<file path="src/rtl/sdcc_pkg.sv">
package sdcc_pkg;
  typedef enum logic [2:0] {
    ST_IDLE, ST_CHK, ST_PRE, ST_DIV, ST_PROG, ST_SETTLE, ST_FIN
  } sdcc_st_e;

  localparam int unsigned MAX_PRE_SH = 8;   // prescaler cap 2^8
  localparam int unsigned MAX_DIV    = 16;
  localparam int unsigned GATE_SH    = 4;   // base/16 gate, 16x target
  localparam int unsigned GUARD_W    = 13;  // headroom for t*16*256
endpackage

</file>
<file path="src/rtl/sdcc_presc.sv">
module sdcc_presc
  import sdcc_pkg::*;
#(
  parameter int unsigned FW = 32,
  localparam int unsigned PW = FW + GUARD_W
) (
  input  logic          clk_i,
  input  logic          rst_ni,
  input  logic          load_i,
  input  logic          step_i,
  input  logic [FW-1:0] base_i,
  input  logic [FW-1:0] tgt_i,
  output logic          gate_o,
  output logic          stop_o,
  output logic [3:0]    sh_o
);
  logic [3:0]    sh_q;
  logic [PW-1:0] base_w, tgt_w;

  assign base_w = PW'(base_i);
  assign tgt_w  = PW'(tgt_i);

  // base/16 > t  <=>  base >= 16*(t+1)
  assign gate_o = base_w >= ((tgt_w + PW'(1)) << GATE_SH);
  // base/P < 16*t  <=>  base < t << (sh+4)
  assign stop_o = (sh_q == 4'(MAX_PRE_SH)) ||
                  (base_w < (tgt_w << (sh_q + 4'(GATE_SH))));
  assign sh_o   = sh_q;

  always_ff @(posedge clk_i or negedge rst_ni) begin
    if (!rst_ni)     sh_q <= 4'd1;
    else if (load_i) sh_q <= 4'd1;
    else if (step_i) sh_q <= sh_q + 4'd1;
  end
endmodule

</file>
<file path="src/rtl/sdcc_div.sv">
module sdcc_div
  import sdcc_pkg::*;
#(
  parameter int unsigned FW = 32,
  localparam int unsigned PW = FW + GUARD_W
) (
  input  logic          clk_i,
  input  logic          rst_ni,
  input  logic          load_i,
  input  logic          step_i,
  input  logic [FW-1:0] base_i,
  input  logic [FW-1:0] tgt_i,
  input  logic [3:0]    sh_i,
  output logic          stop_o,
  output logic [4:0]    div_o
);
  logic [4:0]    div_q;
  logic [PW-1:0] acc_q, inc_w, base_w;

  assign base_w = PW'(base_i);
  // base/(D*P) <= t  <=>  base < (t+1)*D*P ; acc tracks (t+1)*D*P
  assign inc_w  = (PW'(tgt_i) + PW'(1)) << sh_i;
  assign stop_o = (div_q == 5'(MAX_DIV)) || (base_w < acc_q);
  assign div_o  = div_q;

  always_ff @(posedge clk_i or negedge rst_ni) begin
    if (!rst_ni) begin
      div_q <= 5'd1;
      acc_q <= '0;
    end else if (load_i) begin
      div_q <= 5'd1;
      acc_q <= inc_w;
    end else if (step_i) begin
      div_q <= div_q + 5'd1;
      acc_q <= acc_q + inc_w;
    end
  end
endmodule

</file>
<file path="src/rtl/sdcc_settle.sv">
module sdcc_settle #(
  parameter int unsigned CYC = 4,
  localparam int unsigned CW = $clog2(CYC + 1)
) (
  input  logic clk_i,
  input  logic rst_ni,
  input  logic load_i,
  output logic expire_o
);
  logic [CW-1:0] cnt_q;

  assign expire_o = (cnt_q == '0);

  always_ff @(posedge clk_i or negedge rst_ni) begin
    if (!rst_ni)            cnt_q <= '0;
    else if (load_i)        cnt_q <= CW'(CYC - 1);
    else if (cnt_q != '0)   cnt_q <= cnt_q - CW'(1);
  end
endmodule

</file>
<file path="src/rtl/sd_clk_cfg.sv">
module sd_clk_cfg
  import sdcc_pkg::*;
#(
  parameter int unsigned FW         = 32,
  parameter int unsigned SETTLE_CYC = 10_000_000,
  parameter int unsigned TOUT_DIV   = 1000
) (
  input  logic          clk_i,
  input  logic          rst_ni,
  input  logic          start_i,
  input  logic [FW-1:0] base_i,
  input  logic [FW-1:0] target_i,
  output logic          busy_o,
  output logic          done_o,
  output logic [31:0]   sysctl_o,
  output logic [FW-1:0] tout_clk_o
);
  sdcc_st_e      st_q;
  logic [FW-1:0] base_q, tgt_q;
  logic [15:0]   ctl_q, ctl_enc;
  logic          gate, p_stop, d_stop, expire;
  logic          p_load, p_step, d_load, d_step, t_load;
  logic [3:0]    sh;
  logic [4:0]    dv;
  logic [7:0]    pre_half;

  assign p_load = start_i && (st_q == ST_IDLE);
  assign p_step = (st_q == ST_PRE) && !p_stop;
  assign d_load = ((st_q == ST_CHK) && !gate) || ((st_q == ST_PRE) && p_stop);
  assign d_step = (st_q == ST_DIV) && !d_stop;
  assign t_load = (st_q == ST_PROG);

  sdcc_presc #(.FW(FW)) u_presc (
    .clk_i, .rst_ni, .load_i(p_load), .step_i(p_step),
    .base_i(base_q), .tgt_i(tgt_q),
    .gate_o(gate), .stop_o(p_stop), .sh_o(sh)
  );

  sdcc_div #(.FW(FW)) u_div (
    .clk_i, .rst_ni, .load_i(d_load), .step_i(d_step),
    .base_i(base_q), .tgt_i(tgt_q), .sh_i(sh),
    .stop_o(d_stop), .div_o(dv)
  );

  sdcc_settle #(.CYC(SETTLE_CYC)) u_settle (
    .clk_i, .rst_ni, .load_i(t_load), .expire_o(expire)
  );

  // field holds P/2; divider OR-ed in at bit 4; enables 2:0
  assign pre_half = 8'd1 << (sh - 4'd1);
  assign ctl_enc  = {pre_half, 8'h00} | {7'd0, dv, 4'd0} | 16'h0007;

  always_ff @(posedge clk_i or negedge rst_ni) begin
    if (!rst_ni) begin
      st_q   <= ST_IDLE;
      base_q <= '0;
      tgt_q  <= '0;
      ctl_q  <= '0;
    end else begin
      unique case (st_q)
        ST_IDLE: if (start_i) begin
          base_q <= base_i;
          tgt_q  <= target_i;
          ctl_q  <= '0;
          st_q   <= (target_i == '0) ? ST_FIN : ST_CHK;
        end
        ST_CHK:    st_q <= gate ? ST_PRE : ST_DIV;
        ST_PRE:    if (p_stop) st_q <= ST_DIV;
        ST_DIV:    if (d_stop) st_q <= ST_PROG;
        ST_PROG: begin
          ctl_q <= ctl_enc;
          st_q  <= ST_SETTLE;
        end
        ST_SETTLE: if (expire) st_q <= ST_FIN;
        ST_FIN:    st_q <= ST_IDLE;
        default:   st_q <= ST_IDLE;
      endcase
    end
  end

  assign busy_o     = (st_q != ST_IDLE);
  assign done_o     = (st_q == ST_FIN);
  assign sysctl_o   = {16'h0000, ctl_q};
  assign tout_clk_o = base_q / FW'(TOUT_DIV);
endmodule

</file>
<file path="config.mk">
export PLATFORM = sky130hd
export DESIGN_NAME = sd_clk_cfg
export DESIGN_NICKNAME = d
export VERILOG_FILES = /design/src/rtl/sdcc_pkg.sv /design/src/rtl/sdcc_presc.sv /design/src/rtl/sdcc_div.sv /design/src/rtl/sdcc_settle.sv /design/src/rtl/sd_clk_cfg.sv
export SDC_FILE = /design/constraint.sdc
export NUM_CORES = 1
export LEC_CHECK = 0
export BUFFER_PORTS_ARGS = -buffer_cell sky130_fd_sc_hd__buf_2
export CAP_MARGIN = 10
export CORE_MARGIN = 4
export CORE_UTILIZATION = 50
export CTS_BUF_LIST = sky130_fd_sc_hd__clkbuf_8
export CTS_CLUSTER_DIAMETER = 150
export DETAILED_ROUTE_END_ITERATION = 8
export GPL_ROUTABILITY_DRIVEN = 0
export HOLD_SLACK_MARGIN = 0.12
export PLACE_DENSITY_LB_ADDON = 0.3
export SYNTH_ARGS = -nofsm -noshare
export SYNTH_HDL_FRONTEND = slang
export SYNTH_HIERARCHICAL = 1
export SYNTH_SLANG_ARGS = --single-unit
export TNS_END_PERCENT = 20
</file>
<file path="constraint.sdc">
create_clock -name clk_i -period 22.4 [get_ports clk_i]
set_clock_uncertainty 0.2 [all_clocks]
set_input_delay 1.12 -clock clk_i [delete_from_list [all_inputs] [get_ports clk_i]]
set_output_delay 1.12 -clock clk_i [all_outputs]
set_load 0.01 [all_outputs]
</file>
==> summary.md, run 1 <==
| Metric | Value |
|---|---|
| Outcome | completed |
| Most common cell after layout, fill and taps aside | nand2_1 |
| Pin count of the biggest net entering global routing | 83 |
| GRT overflow | 0 |
| Max Fclk | 52.2 MHz |
| Routed WL per cell | 20.5 um |
| Synth warn | 6 |
| All-Layer GR Usage | 0.282 |
| Yosys cell types | 149 |
| Die area | 51200 um2 |
| Yosys top cell area share | 0.164 |
| Vias in the first global route | 22.8k |
| Later-pin clock latency in the skew report | 0.59 ns |
| Post-CTS sizing | 0 |
| Residual DRC | 0 |
| Ports | 133 |
| EDFF count, synth | 0 |
| Worst Tran Pin Value | 1.27 ns |
| First-pass GRT wire length | 119000 um |
| Post-Syn Area per Cell | 7.84 um2 |
| Req. time, crit path | 21.08 ns |
| Clock edge transition at the registers on the reported setup and hold paths | 0.09 ns |
| Buf/Inv on CP | 3 |
| Initial DRC Count | 3124 |
| Hold_buf cts | 0 |
| Core area | 46900 um2 |
| CP max stage delay | 0.98 ns |
| CTS Buf Count | 17 |
| CTS tree | built |
| #FFs+latches synth | 158 |
| Die X | 226 um |
| Initial antenna violation count | 2 |
| Top cells by area, synth | dfrtp_1 16%, ha_1 7.9%, nand2_1 4.9% |
| Max_cap viols | 0 |
| Max-Slew Margin vs Limit | 0.141 |
| Hpwl dp | 55900 um |
| Sequential area share after synthesis | 0.166 |
| Crit end category | primary output |
| Via-to-Cell Ratio | 6.74 |
| Highest-delay cell along the critical path | dfrtp_1 |
| Synthesized cell area | 23800 um2 |
| Final wirelength | 74600 um |
| RSZ-0062 raised after global routing | no |
| Endpoints failing setup | 0 |
| WHS | 0.307 ns |
| Final nets | 3228 |
| Ys flop type | dfrtp_1 |
| Synthesized instance count | 3036 |
| Most frequent cells in the layout | 308 x nand2_1, 231 x nor2_1, 177 x a21oi_1 |
| Mux share of post-synthesis cell area | 0.109 |
| Clock Path Buffers | 2 |
| Setup TNS | 0 ns |
| Final core utilization | 0.529 |
| Layout area overhead | 4.08% |
| Worst Setup SP | base_q[31] |
| Die Height | 226 um |
| Hold WC Path Type | primary input to async pin |
| Fin. max-slew vios | 0 |
| Main combinational cell family by area after synthesis | compound AO/OA/AOI/OAI gates |
| Pre-antenna DRT Iters | 6 |
| Startpoint types | register |
| Post-Layout Cell Count | 3631 |
| Final Hold Vio Count | 0 |
| Synth Area in XOR/XNOR | 0.0545 |
| Synth Area in Simple Gates | 0.236 |
| Post-synthesis adder-cell area fraction | 0.0830 |
| Layout cells sized above 1 | 0.143 |
| Complex-gate fraction of the synthesized area | 0.288 |
| Row count | 79 |
| Crit-path leading delay family | compound AO/OA/AOI/OAI gates |
| # Post-CTS Setup Buffers | 0 |
| Initial Util | 0.508 |
| Worst Setup Path Type | register to primary output |
| Largest fanout on the critical path | 29 |
| Routed vias | 24.5k |
| Asr flop ratio synth | 1.00 |
| Htree depth | 4 |
| Period Utilization, post-route | 0.856 |
| Most frequent CP cell | mux2i_1 |
| CTS sink cnt | 158 |
| Post-synth top area cell | dfrtp_1 |
| Port bufs | 106 |
| FF-to-FF Start | u_presc/sh_o[0] |
| Final min period | 19.17 ns |
| Cell count after placement | 3598 |
| Clock root cell | clkbuf_8 |
| Routed Antenna Nets | 0 |
| Worst Path Arrival | 17.85 ns |
==> cell type report <==
cell class                 instances  area (um2)
timing repair buffer             127         694
multi-input combinational       2574       18500
tap                              607         759
antenna                            1        2.50
sequential                       158        3960
inverter                         132         498
clock inverter                    14         146
clock buffer                      18         248
fill                            4476       22100
==> metal layers <==
layer,vias to the layer above,part of all wire,GRT usage
met4,0,0.036,0.114
met2,1276,0.44,0.441
met5,-,0,0
li1,11400,-,-
met1,11600,0.43,0.385
met3,181,0.091,0.0523
==> path summary, 6_finish.rpt <==
path                       depth (start not counted)               to  slack (ns)
max in group asynchronous                          3       base_q[12]       19.81
setup / recovery                                  51    tout_clk_o[0]        3.23
setup reg to reg                                  21  u_div/acc_q[38]       15.29
hold / removal                                     1        tgt_q[12]        0.31
hold reg to reg                                    2        ctl_q[11]        0.34
min in group clk_i                                 2        ctl_q[11]        0.34
==> cell usage after synthesis, types with 15 or more instances <==
master	n
mux4_2	18
nor3_1	70
o211ai_1	47
and3_1	38
buf_1	15
xnor2_1	84
a21o_1	51
nor4_1	44
and2_1	39
nand2_1	308
and4_1	17
o21ai_1	21
nor2b_1	18
o21ai_0	170
a211o_1	21
o22ai_1	30
clkbuf_1	95
nand3_1	96
inv_1	114
mux2_2	83
xor2_1	55
mux2i_1	100
or3_1	23
a31oi_1	47
dfrtp_1	156
ha_1	150
o31ai_1	31
a211oi_1	48
a21oi_1	177
buf_2	38
nor2_1	233
nand2b_1	26
buf_4	40
or4_1	17
o21bai_1	15
nand4_1	55
o21a_1	22
==> cells by family (layout without fill, tap and decap cells) <==
family / count (synthesis) / in the layout
buf+inv: 329 / 291
compound gates: 942 / 942
mux: 219 / 219
flops: 158 / 158
xor+xnor: 144 / 144
simple gates: 1084 / 1084
other cells: 1 / 27
fa+ha+maj: 159 / 159
==> worst register-to-register path, delay by kind of cell (launching register included) <==
family,cells,cell delay [ns]
fa+ha+maj,1,0.49
compound gates,8,1.82
simple gates,4,1.24
buf+inv,3,1.16
flops,1,0.95
xor+xnor,1,0.16
mux,4,1.00
==> state kept, by name, summed over array words and instances, names as in the netlist <==
register / cells
u_div/acc_q: 45
base_q: 32
tgt_q: 32
u_settle/cnt_q: 24
ctl_q: 13
u_div/div_o: 5
u_presc/sh_o: 4
st_q: 3
==> stage by stage <==
stage	cell area (um2)	setup slack, ns
finish	24800	3.23
global route	24800	1.99
CTS	24800	3.53
detailed placement	24400	4.25
global placement	24400	5.01
floorplan	23900	7.13
Power of run 1 is not shown: default switching activity piles up to over one toggle a cycle in this logic, so the estimate is an artifact.
==> run 2, diff against run 1 <==
CORE_ASPECT_RATIO = 1.1   (was default)
MAX_ROUTING_LAYER = met4   (was default)
==> run 2 against run 1 <==
Effect of this change: core utilization barely moved; fmax rose by 1.3%; via count rose by 0.62%; critical path depth did not move; final area rose by 0.22%; count of clock-buffer cells in the layout rose by 1; non-clock buffer count fell by 1; register-to-register slack improved by 0.22 ns; critical endpoint unchanged.
==> summary.md, run 2 (synthesis gave the netlist of run 1 again) <==
| Metric | Value |
|---|---|
| Outcome | completed |
| Most common cell after layout, fill and taps aside | nand2_1 |
| Final nets | 3227 (-0.031%) |
| Later-pin clock latency in the skew report | 0.58 ns (about the same) |
| Most frequent cells in the layout | 308 x nand2_1, 231 x nor2_1, 177 x a21oi_1 |
| FF-to-FF Start | tgt_q[1] |
| First-pass GRT wire length | 123000 um (+3.5%) |
| Residual DRC | 0 (unchanged) |
| Critical Path End | tout_clk_o[0] |
| Filler instances | 4479 (+0.067%) |
| Largest registers | u_div/acc_q (45), base_q (32), tgt_q (32) |
| Setup TNS | 0 ns (unchanged) |
| Die X | 216 um (-4.5%) |
| CTS tree | built |
| Ports | 133 (unchanged) |
| Clock root cell | clkbuf_8 |
| Pre-antenna DRT Iters | 7 (+1) |
| Core area | 46900 um2 (+0.19%) |
| Initial Util | 0.507 (-0.000948) |
| Layout cells sized above 1 | 0.142 (-0.000946) |
| Max Fclk | 52.8 MHz (+1.3%) |
| Period Utilization, post-route | 0.845 (-0.0109) |
| Worst Tran Pin Value | 1.14 ns (-0.132 ns) |
| Port bufs | 106 (unchanged) |
| Highest-delay cell along the critical path | dfrtp_1 |
| Max_cap viols | 0 (unchanged) |
| Register area | 3960 um2 (about the same) |
| Endpoints failing setup | 0 (unchanged) |
| Pin count of the biggest net entering global routing | 74 (-11%) |
| Final wirelength | 76900 um (+3.1%) |
| Crit end category | primary output |
| Routed vias | 24.6k (+0.62%) |
| Reg with most FFs | u_div/acc_q |
| Initial DRC Count | 2825 (-9.6%) |
| CP max stage delay | 0.99 ns (about the same) |
| Worst Setup SP | base_q[31] |
| CTS Buf Count | 17 (unchanged) |
| Largest fanout on the critical path | 29 (unchanged) |
| CTS sink cnt | 158 (unchanged) |
| # Post-CTS Setup Buffers | 0 (unchanged) |
| Die area | 51200 um2 (about the same) |
| Hold WC Path Type | primary input to async pin |
| Worst r2r path cells | 20 (-4.8%) |
| Hpwl dp | 57300 um (+2.4%) |
| RSZ-0062 raised after global routing | no |
| Htree depth | 4 (unchanged) |
| Post-CTS sizing | 0 (unchanged) |
| Clock Path Buffers | 2 (unchanged) |
| Routed WL per cell | 21.0 um (+2.3%) |
| Clock edge transition at the registers on the reported setup and hold paths | 0.09 ns (about the same) |
| GRT overflow | 0 (unchanged) |
| Vias in the first global route | 23.2k (+1.8%) |
| Initial antenna violation count | 1 (-1) |
| Final Hold Vio Count | 0 (unchanged) |
| Req. time, crit path | 21.08 ns (about the same) |
| Row count | 83 (+5.1%) |
| Area of the multi-input gates | 18500 um2 (about the same) |
| Final min period | 18.93 ns (-0.244 ns) |
| Worst Path Arrival | 17.61 ns (-0.24 ns) |
| Routed Antenna Nets | 0 (unchanged) |
| Worst Setup Path Type | register to primary output |
| Most frequent CP cell | mux2i_1 |
| Reg2Reg Capture Point | u_div/acc_q[38] |
| Via-to-Cell Ratio | 6.73 (-0.18%) |
| R2r setup slk | 15.51 ns (+0.22 ns) |
| All-Layer GR Usage | 0.299 (+0.0169) |
| Die Height | 237 um (+4.7%) |
| Layout area overhead | 4.31% |
| Startpoint types | register |
| Max-Slew Margin vs Limit | 0.235 (+0.0947) |
| Max reg flops | 45 (unchanged) |
| Hold_buf cts | 0 (unchanged) |
| Fin. max-slew vios | 0 (unchanged) |
## run 2: worst max-delay path, delay by kind of cell, from the launching register on
kind	cells	cell delay (ns)
AOI/OAI and AO/OA	27	8.47
and+or+nand+nor	13	4.10
muxes	7	2.29
DFF	1	0.99
buffers and inverters	3	0.68
xor gates and xnor gates	1	0.44
## run 2: area by class of cell
type | count | share of cell area
repair buffers | 126 | 0.0277
inverters | 132 | 0.0201
clock inverters | 13 | 0.00655
clock buffers | 19 | 0.0105
diodes | 1 | 0.000101
flip-flops and latches | 158 | 0.160
multi-input cells | 2574 | 0.743
well taps | 637 | 0.0321
## run 2: layer usage
layer  wire [um]  track usage  up-vias
met1       32400        0.386    11800
met2       34800        0.465     1204
met4        3350        0.122        0
met5           0            -        -
li1            -            -    11400
met3        6330       0.0533      211
## run 2: worst min path at each step
stage                                     to  slack, ns  depth (start not counted)
after floorplan           u_settle/cnt_q[23]       0.29                          2
after global placement    u_settle/cnt_q[23]       0.32                          2
after detailed placement  u_settle/cnt_q[23]       0.32                          2
after CTS                          tgt_q[10]       0.30                          1
after global routing               tgt_q[27]       0.31                          1
final                              tgt_q[27]       0.31                          1
## run 2: per-stage QoR
stage	area (um2)	utilization	instances	worst slack (ns)	hold WS, ns
3_5_place_dp	24400	0.520	3627	4.45	0.324
2_1_floorplan	23900	-	3061	7.13	0.290
6_report	24800	0.529	3660	3.47	0.309
5_1_grt	24800	0.529	3660	2.01	0.315
3_3_place_gp	24400	0.520	3627	5.00	0.317
4_1_cts	24800	0.529	3659	3.77	0.296
Power of run 2 is left out for the same reason.
